$ cat config.mk
export PLATFORM = sky130hd
export DESIGN_NAME = drive_adjust_enc
export DESIGN_NICKNAME = d
export VERILOG_FILES = /design/src/rtl/dae_pkg.sv /design/src/rtl/dae_lane_mask.sv /design/src/rtl/dae_lane_field.sv /design/src/rtl/dae_settle_timer.sv /design/src/rtl/drive_adjust_enc.sv
export SDC_FILE = /design/constraint.sdc
export NUM_CORES = 1
export LEC_CHECK = 0
export BUFFER_PORTS_ARGS = -buffer_cell sky130_fd_sc_hd__buf_2
export CAP_MARGIN = 5
export CORE_AREA = 2 2 69 71
export DETAILED_ROUTE_END_ITERATION = 8
export DIE_AREA = 0 0 71 73
export GPL_TIMING_DRIVEN = 1
export PLACE_DENSITY = 0.82
export SLEW_MARGIN = 10
export SYNTH_ARGS = -nofsm -noshare
export SYNTH_HDL_FRONTEND = slang
export SYNTH_SLANG_ARGS = --single-unit
$ cat constraint.sdc
create_clock -name clk_i -period 3.7 [get_ports clk_i]
set_input_delay 0.37 -clock clk_i [delete_from_list [all_inputs] [get_ports clk_i]]
set_output_delay 0.37 -clock clk_i [all_outputs]
set_load 0.005 [all_outputs]
$ cat src/rtl/dae_pkg.sv
package dae_pkg;
  localparam int LANES    = 4;
  localparam int LVL_W    = 2;
  localparam int TS_W     = 8;
  localparam int REQ_N    = LANES / 2;
  localparam logic [LVL_W-1:0] LVL_MAX = '1;

  typedef struct packed {
    logic [LVL_W-1:0] pre;
    logic [LVL_W-1:0] swing;
  } lvl_t;

  // training-set byte: [1:0] swing, [2] swing max, [4:3] pre, [5] pre max
  function automatic logic [TS_W-1:0] ts_pack(lvl_t l);
    logic [TS_W-1:0] b;
    b      = '0;
    b[1:0] = l.swing;
    b[2]   = (l.swing == LVL_MAX);
    b[4:3] = l.pre;
    b[5]   = (l.pre == LVL_MAX);
    return b;
  endfunction
endpackage

$ cat src/rtl/dae_lane_mask.sv
module dae_lane_mask
  import dae_pkg::*;
#(
  parameter int N_LANES = LANES
) (
  input  logic [2:0]         lane_cnt_i,
  output logic [N_LANES-1:0] en_o
);
  for (genvar l = 0; l < N_LANES; l++) begin : g_en
    if (l < 2) begin : g_low
      assign en_o[l] = (int'(lane_cnt_i) >= l + 1);
    end else begin : g_full
      // upper lanes only run in full-width mode
      assign en_o[l] = (int'(lane_cnt_i) == N_LANES);
    end
  end
endmodule

$ cat src/rtl/dae_lane_field.sv
module dae_lane_field
  import dae_pkg::*;
#(
  parameter bit UPPER = 1'b0
) (
  input  logic [7:0]      req_i,
  output lvl_t            lvl_o,
  output logic [TS_W-1:0] ts_o
);
  logic [3:0] nib;

  if (UPPER) begin : g_hi
    assign nib = req_i[7:4];
  end else begin : g_lo
    assign nib = req_i[3:0];
  end

  assign lvl_o.swing = nib[1:0];
  assign lvl_o.pre   = nib[3:2];
  assign ts_o        = ts_pack(lvl_o);
endmodule

$ cat src/rtl/dae_settle_timer.sv
module dae_settle_timer #(
  parameter int CYCLES = 500000,
  localparam int CW    = $clog2(CYCLES + 1)
) (
  input  logic clk_i,
  input  logic rst_ni,
  input  logic load_i,
  output logic busy_o,
  output logic done_o
);
  logic [CW-1:0] cnt_q;

  always_ff @(posedge clk_i or negedge rst_ni) begin
    if (!rst_ni) begin
      cnt_q  <= '0;
      busy_o <= 1'b0;
      done_o <= 1'b0;
    end else begin
      done_o <= 1'b0;
      if (load_i && !busy_o) begin
        cnt_q  <= CW'(CYCLES - 1);
        busy_o <= 1'b1;
      end else if (busy_o) begin
        if (cnt_q == '0) begin
          busy_o <= 1'b0;
          done_o <= 1'b1;
        end else begin
          cnt_q <= cnt_q - 1'b1;
        end
      end
    end
  end
endmodule

$ cat src/rtl/drive_adjust_enc.sv
module drive_adjust_enc
  import dae_pkg::*;
#(
  parameter int CLK_KHZ   = 250000,
  parameter int SETTLE_US = 2000,
  localparam int SETTLE_CYC = (CLK_KHZ * SETTLE_US) / 1000
) (
  input  logic                  clk_i,
  input  logic                  rst_ni,
  input  logic                  start_i,
  input  logic [2:0]            lane_cnt_i,
  input  logic [7:0]            req_lo_i,
  input  logic [7:0]            req_hi_i,
  output logic [LANES*LVL_W-1:0] swing_o,
  output logic [LANES*LVL_W-1:0] preemph_o,
  output logic [LANES*TS_W-1:0]  ts_byte_o,
  output logic [LANES-1:0]       phy_upd_o,
  output logic                   done_o
);
  logic             busy;
  logic             accept;
  logic [LANES-1:0] lane_en;
  logic [7:0]       req_b [REQ_N];
  lvl_t             lvl_n [LANES];
  logic [TS_W-1:0]  ts_n  [LANES];

  assign req_b[0] = req_lo_i;
  assign req_b[1] = req_hi_i;
  assign accept   = start_i && !busy;

  dae_lane_mask #(.N_LANES(LANES)) u_mask (
    .lane_cnt_i (lane_cnt_i),
    .en_o       (lane_en)
  );

  for (genvar l = 0; l < LANES; l++) begin : g_lane
    dae_lane_field #(.UPPER(bit'(l % 2))) u_field (
      .req_i (req_b[l/2]),
      .lvl_o (lvl_n[l]),
      .ts_o  (ts_n[l])
    );

    always_ff @(posedge clk_i or negedge rst_ni) begin
      if (!rst_ni) begin
        swing_o[l*LVL_W +: LVL_W]   <= '0;
        preemph_o[l*LVL_W +: LVL_W] <= '0;
        ts_byte_o[l*TS_W +: TS_W]   <= '0;
      end else if (accept && lane_en[l]) begin
        swing_o[l*LVL_W +: LVL_W]   <= lvl_n[l].swing;
        preemph_o[l*LVL_W +: LVL_W] <= lvl_n[l].pre;
        ts_byte_o[l*TS_W +: TS_W]   <= ts_n[l];
      end
    end
  end

  always_ff @(posedge clk_i or negedge rst_ni) begin
    if (!rst_ni) phy_upd_o <= '0;
    else         phy_upd_o <= accept ? lane_en : '0;
  end

  dae_settle_timer #(.CYCLES(SETTLE_CYC)) u_timer (
    .clk_i  (clk_i),
    .rst_ni (rst_ni),
    .load_i (accept),
    .busy_o (busy),
    .done_o (done_o)
  );
endmodule

# Word level (Yosys, flattened, before mapping)
# Cells that the tools add are included.
[word_totals] input_bits=22 register_bits=65 elab_cells=48 output_inout_bits=53
[classes] n_reduce_logical=9 n_lt_le_gt_ge=2 addsub=1 n_mux=10 eq_ne=10
[ops] operator="$mux W19" count=3
[ops] operator="$logic_not A19 Y1" count=1
[ops] operator="$sub A19 B1 Y19 const B" count=1
[ops] operator="$eq A2 B2 Y1 const B" count=8
[ops] operator="$mux W1" count=6
[ops] operator="$logic_and A1 B1 Y1" count=5
[ops] operator="$mux W4" count=1
[ops] operator="$eq A3 B3 Y1 const B" count=1
[ops] operator="$ge A3 B1 Y1 const B" count=1
[ops] operator="$ge A3 B2 Y1 const B" count=1
[ops] operator="$ne A2 B1 Y1 const B" count=1
[ops] operator="$reduce_and A2 Y1" count=1
[ops] operator="$reduce_bool A2 Y1" count=1
[ops] operator="$logic_not A1 Y1" count=1

# Longest topological paths before layout
[logic_depth] ltp_word=5 depth_mapped=6 ltp_nobuf=6

# Hierarchy
# Synthesis repeated with hierarchy kept, for this count alone.
[hier_totals] cells_unflattened=314 hier_area_um2=3579.7
[by_module_without_submodules] mod="drive_adjust_enc" area_each_um2=1923.1 seq_area_each_um2=1301.2 cells_per_inst=113 instances=1
[by_module_without_submodules] mod="dae_settle_timer" area_each_um2=1263.7 seq_area_each_um2=525.5 cells_per_inst=145 instances=1
[by_module_without_submodules] mod="dae_lane_field" area_each_um2=91.3 seq_area_each_um2=0.0 cells_per_inst=13 instances=4
[by_module_without_submodules] mod="dae_lane_mask" area_each_um2=27.5 seq_area_each_um2=0.0 cells_per_inst=4 instances=1

# Worst setup path after synthesis
# OpenSTA, ideal clock, no wires.
[synth_path] path_type="register to register" start="register u_timer.cnt_q[14]" end="register u_timer.cnt_q[17]" required_time_ns=3.631 path_stages_with_launch=6 path_buffers=1 setup_time_ns=0.069 period_less_slack_ns=1.941 slack_ns=1.759 arrival_ns=1.872 cell_sequence="dfrtp_1 > or4_1 > buf_2 > or4_1 > or3_1 > nand3_1"
[synth_between] elab_chain_len=4 elab_cells_between_ends=7 cone_classes="add/sub: 1; eq/ne: 1; mux: 3; reduce/logical: 2"
[synth_rtl] element="start, declared" line="dae_settle_timer.sv:11" source="logic [CW-1:0] cnt_q;"
[synth_rtl] element="start signal, assigned" line="dae_settle_timer.sv:21" source="cnt_q <= CW'(CYCLES - 1);"
[synth_rtl] element="start signal, assigned" line="dae_settle_timer.sv:28" source="cnt_q <= cnt_q - 1'b1;"
[synth_rtl] element="$sub A19 B1 Y19" line="dae_settle_timer.sv:28"
[synth_rtl] element="$mux W19" line="dae_settle_timer.sv:24" source="if (cnt_q == '0) begin"
[synth_rtl] element="$mux W19" line="dae_settle_timer.sv:23" source="end else if (busy_o) begin"
[synth_rtl] element="$mux W19" line="dae_settle_timer.sv:20" source="if (load_i && !busy_o) begin"
# Parallel ways exist; a longest one is shown, timed or not. The select of a mux whose other input is x is not followed.
# A chain may end at the register's enable or synchronous reset.

# Worst setup path in the final report
[layout_path] start="register u_timer.cnt_q[6]" end="register u_timer.cnt_q[13]"
# Same word-level chain as after synthesis.

==> metrics.md <==
| Metric | Value |
|---|---|
| Outcome | `completed` |
| Leading area contributor after synthesis | `dfrtp_1` |
| Normalized max-slew margin | `30.7%` |
| Req. time, crit path | `3.91 ns` |
| RSZ-0062 raised after global routing | `no` |
| Post-synth EDFFs | `0` |
| Hold Crit Class | `in2async` |
| Fin nets | `289` |
| Cell count after synthesis | `215` |
| Seq/Total Area, Yosys | `52.3%` |
| Netlist cell types | `38` |
| CTS tree | `built` |
| Die footprint | `0.00518 sq mm` |
| Int Pwr | `0.000901 W` |
| Die H | `73 microns` |
| Critical path type | `reg2reg` |
| Clk slew on worst S/H paths | `0.08 ns` |
| Final WS setup | `1.57 ns` |
| Leak | `1.29 nW` |
| CP cell instances | `nor4_1, nand4_1, or4_1, nand3_1` |
| Num CTS Buffers | `5` |
| Worst slew pin tran | `1.04 ns` |
| Gr usage total | `18.1%` |
| Delay-heaviest family, CP | `simple AND/OR/NAND/NOR gates` |
| Final wirelength | `4.63 mm` |
| Clk pwr share | `28.2%` |
| Pwr per Cell Area | `479 mW/mm^2` |
| Setup TNS | `0 ns` |
| Core Area | `0.00454 sq mm` |
| Share of cells above drive strength 1 | `34.7%` |
| Crit path max fanout | `8` |
| Power after layout | `0.00125 W` |
| GRT overflow | `0` |
| H-tree levels | `2` |
| Fill cells | `393` |
| Clk root buf | `clkbuf_8` |
| CP Depth | `4` |
| MaxCap Viol Count | `0` |
| R2R cell count | `4` |
| Switching Share | `28.1%` |
| Hold Buf Count CTS | `0` |
| Final hold viol count | `0` |
| Iter 0 DRT Violations | `108` |
| Final Cycle Share | `57.5%` |
| Routability cong. | `0.840` |
| Psw | `0.000353 W` |
| Slowest cell delay on critical path | `0.57 ns` |
| Via count | `1746` |
| Clk sinks | `48` |
| Tmin final | `2.13 ns` |
| Startpoint types | `flop` |
| Number of global-route vias before repair | `1674` |
| Fmax | `470 MHz` |
| DRC | `0` |
| Worst Path Arrival | `2.34 ns` |
| I/O Buffers | `66` |
| Worst-skew pair later-pin latency | `0.29 ns` |
| Clock Skews | `0.00339 ns` |
| Synth top area cells | `dfrtp_1 52%, buf_4 8.2%, mux2_2 7.8%` |
| Seq pwr share | `54.5%` |
| Post-DR vias/cell | `5.47` |
| Buffers & Inverters on Critical Path | `0` |
| Diode count | `0` |
| Wire per inst | `14.5 microns` |
| IO Pins | `75` |
| FP Rows | `25` |
| Syn Area/Cell | `10.7 sq um` |
| Largest net degree at the start of global routing | `49` |
| Dpl ws | `1.59 ns` |
| Max-slew violations | `0` |
| Post-synthesis cell area | `0.00230 sq mm` |
| Chip width | `71 microns` |
| P&R area growth vs syn | `13.9%` |
| CP endpoint kind | `flop` |
| Commonest cells post-synth | `48 x dfrtp_1, 25 x buf_4, 22 x nand2_1` |
| Maximum clock path buffer count | `2` |
| Yosys top cell area share | `52.3%` |
| Comb pwr share | `17.3%` |
| Yosys warning total | `0` |
| Worst vdd ir | `244 uV` |
| First-pass GRT wire length | `7.43 mm` |
| WHS | `0.259 ns` |
| # resized after CTS | `0` |
| Postcts setup bufs | `0` |
| Ys async rst share | `100%` |
| Initial antenna violation count | `0` |
| Setup violations, final | `0` |
| DR pass1 iterations | `4` |
| HPWL after detailed placement | `3.21 mm` |
| Synth Register Bits | `48` |
| ANT nets after route | `0` |
| Starting density of the core | `50.7%` |
| CP max-delay cell | `nor4_1` |
| Post-synth top flop | `dfrtp_1` |
| Cell with the most instances after synthesis | `dfrtp_1` |
[cells by family (layout without fill, tap and decap cells)]
kind of cell	Yosys count	after routing	share of synthesized area (%)
multiplexers	20	20	9.58
buffers and inverters	33	76	9.53
AND/OR/NAND/NOR	77	77	18.1
adder cells (fa/ha/maj)	1	1	0.544
other	1	8	0.163
flip-flops	48	48	52.3
AO/OA/AOI/OAI	35	35	9.80
[state kept, by name, summed over array words and instances, names as in the netlist]
signal	flops
u_timer.busy_o	1
u_timer.done_o	1
u_timer.cnt_q	19
preemph_o	4
phy_upd_o	3
swing_o	4
ts_byte_o	16
[placed cells by master, fill, tap and decap left out, types with 2 or more instances in the layout]
cell / Yosys / layout
a21oi_1: 3 / 3
buf_2: 1 / 66
clkbuf_8: 0 / 5
conb_1: 1 / 8
dfrtp_1: 48 / 48
inv_1: 4 / 4
mux2_2: 16 / 16
mux2i_1: 4 / 4
nand2_1: 22 / 22
nand2b_1: 2 / 2
nand3_1: 9 / 9
nand4_1: 3 / 3
nor2_1: 10 / 10
nor2b_1: 2 / 2
nor3_1: 4 / 4
nor3b_1: 2 / 2
nor4b_1: 3 / 3
o211ai_1: 4 / 4
o21ai_0: 13 / 13
o22a_1: 2 / 2
o31ai_1: 7 / 7
or2_1: 2 / 2
or2_2: 2 / 2
or3_1: 4 / 4
or4_1: 7 / 7
[power groups by stage]
stage	logic (W)	clock network (W)	registers, W
floorplan	0.000161	0	0.000675
global placement	0.000212	0	0.000684
detailed placement	0.000218	0	0.000693
CTS	0.000219	0.000368	0.000683
global route	0.000248	0.000387	0.000694
finish	0.000217	0.000354	0.000684
[cell type report]
| type | count | area (sq um) | share of cell area [%] |
|---|---|---|---|
| multi-input cells | 141 | 905 | 34.6 |
| flip-flops and latches | 48 | 1200 | 45.9 |
| inverters | 4 | 15.0 | 0.574 |
| clock inverters | 1 | 30.0 | 1.15 |
| repair buffers | 66 | 330 | 12.6 |
| clock buffers | 5 | 68.8 | 2.63 |
| well taps | 54 | 67.6 | 2.58 |
[per-layer routing]
layer	vias to the layer above	share of wire, %	global-route usage (%)
met5	-	0	0
met4	0	0.41	5.45
met3	2	6.2	4.42
met2	72	51	31.4
met1	835	42	22.6
li1	837	-	-
[through the flow]
step | cells | cell area [sq um] | util [%]
2_1_floorplan | 222 | 2320 | -
3_3_place_gp | 313 | 2520 | 55.5
3_5_place_dp | 313 | 2520 | 55.5
4_1_cts | 319 | 2620 | 57.7
5_1_grt | 319 | 2620 | 57.7
6_report | 319 | 2620 | 57.7
[worst paths after layout]
| kind | from | end | slack [ns] |
|---|---|---|---|
| min reg2reg | ts_byte_o[26]$_DFFE_PN0P_ | ts_byte_o[26]$_DFFE_PN0P_ | 0.48 |
| max reg2reg | u_timer.cnt_q[6]$_DFFE_PN0P_ | u_timer.cnt_q[13]$_DFFE_PN0P_ | 1.57 |
| min | rst_ni | u_timer.cnt_q[10]$_DFFE_PN0P_ | 0.26 |
| max | u_timer.cnt_q[6]$_DFFE_PN0P_ | u_timer.cnt_q[13]$_DFFE_PN0P_ | 1.57 |
| min in group clk_i | req_lo_i[5] | ts_byte_o[10]$_DFFE_PN0P_ | 0.31 |
| max in group asynchronous | rst_ni | ts_byte_o[29]$_DFFE_PN0P_ | 2.81 |
No activity file was read; power rests on OpenSTA's default activity.
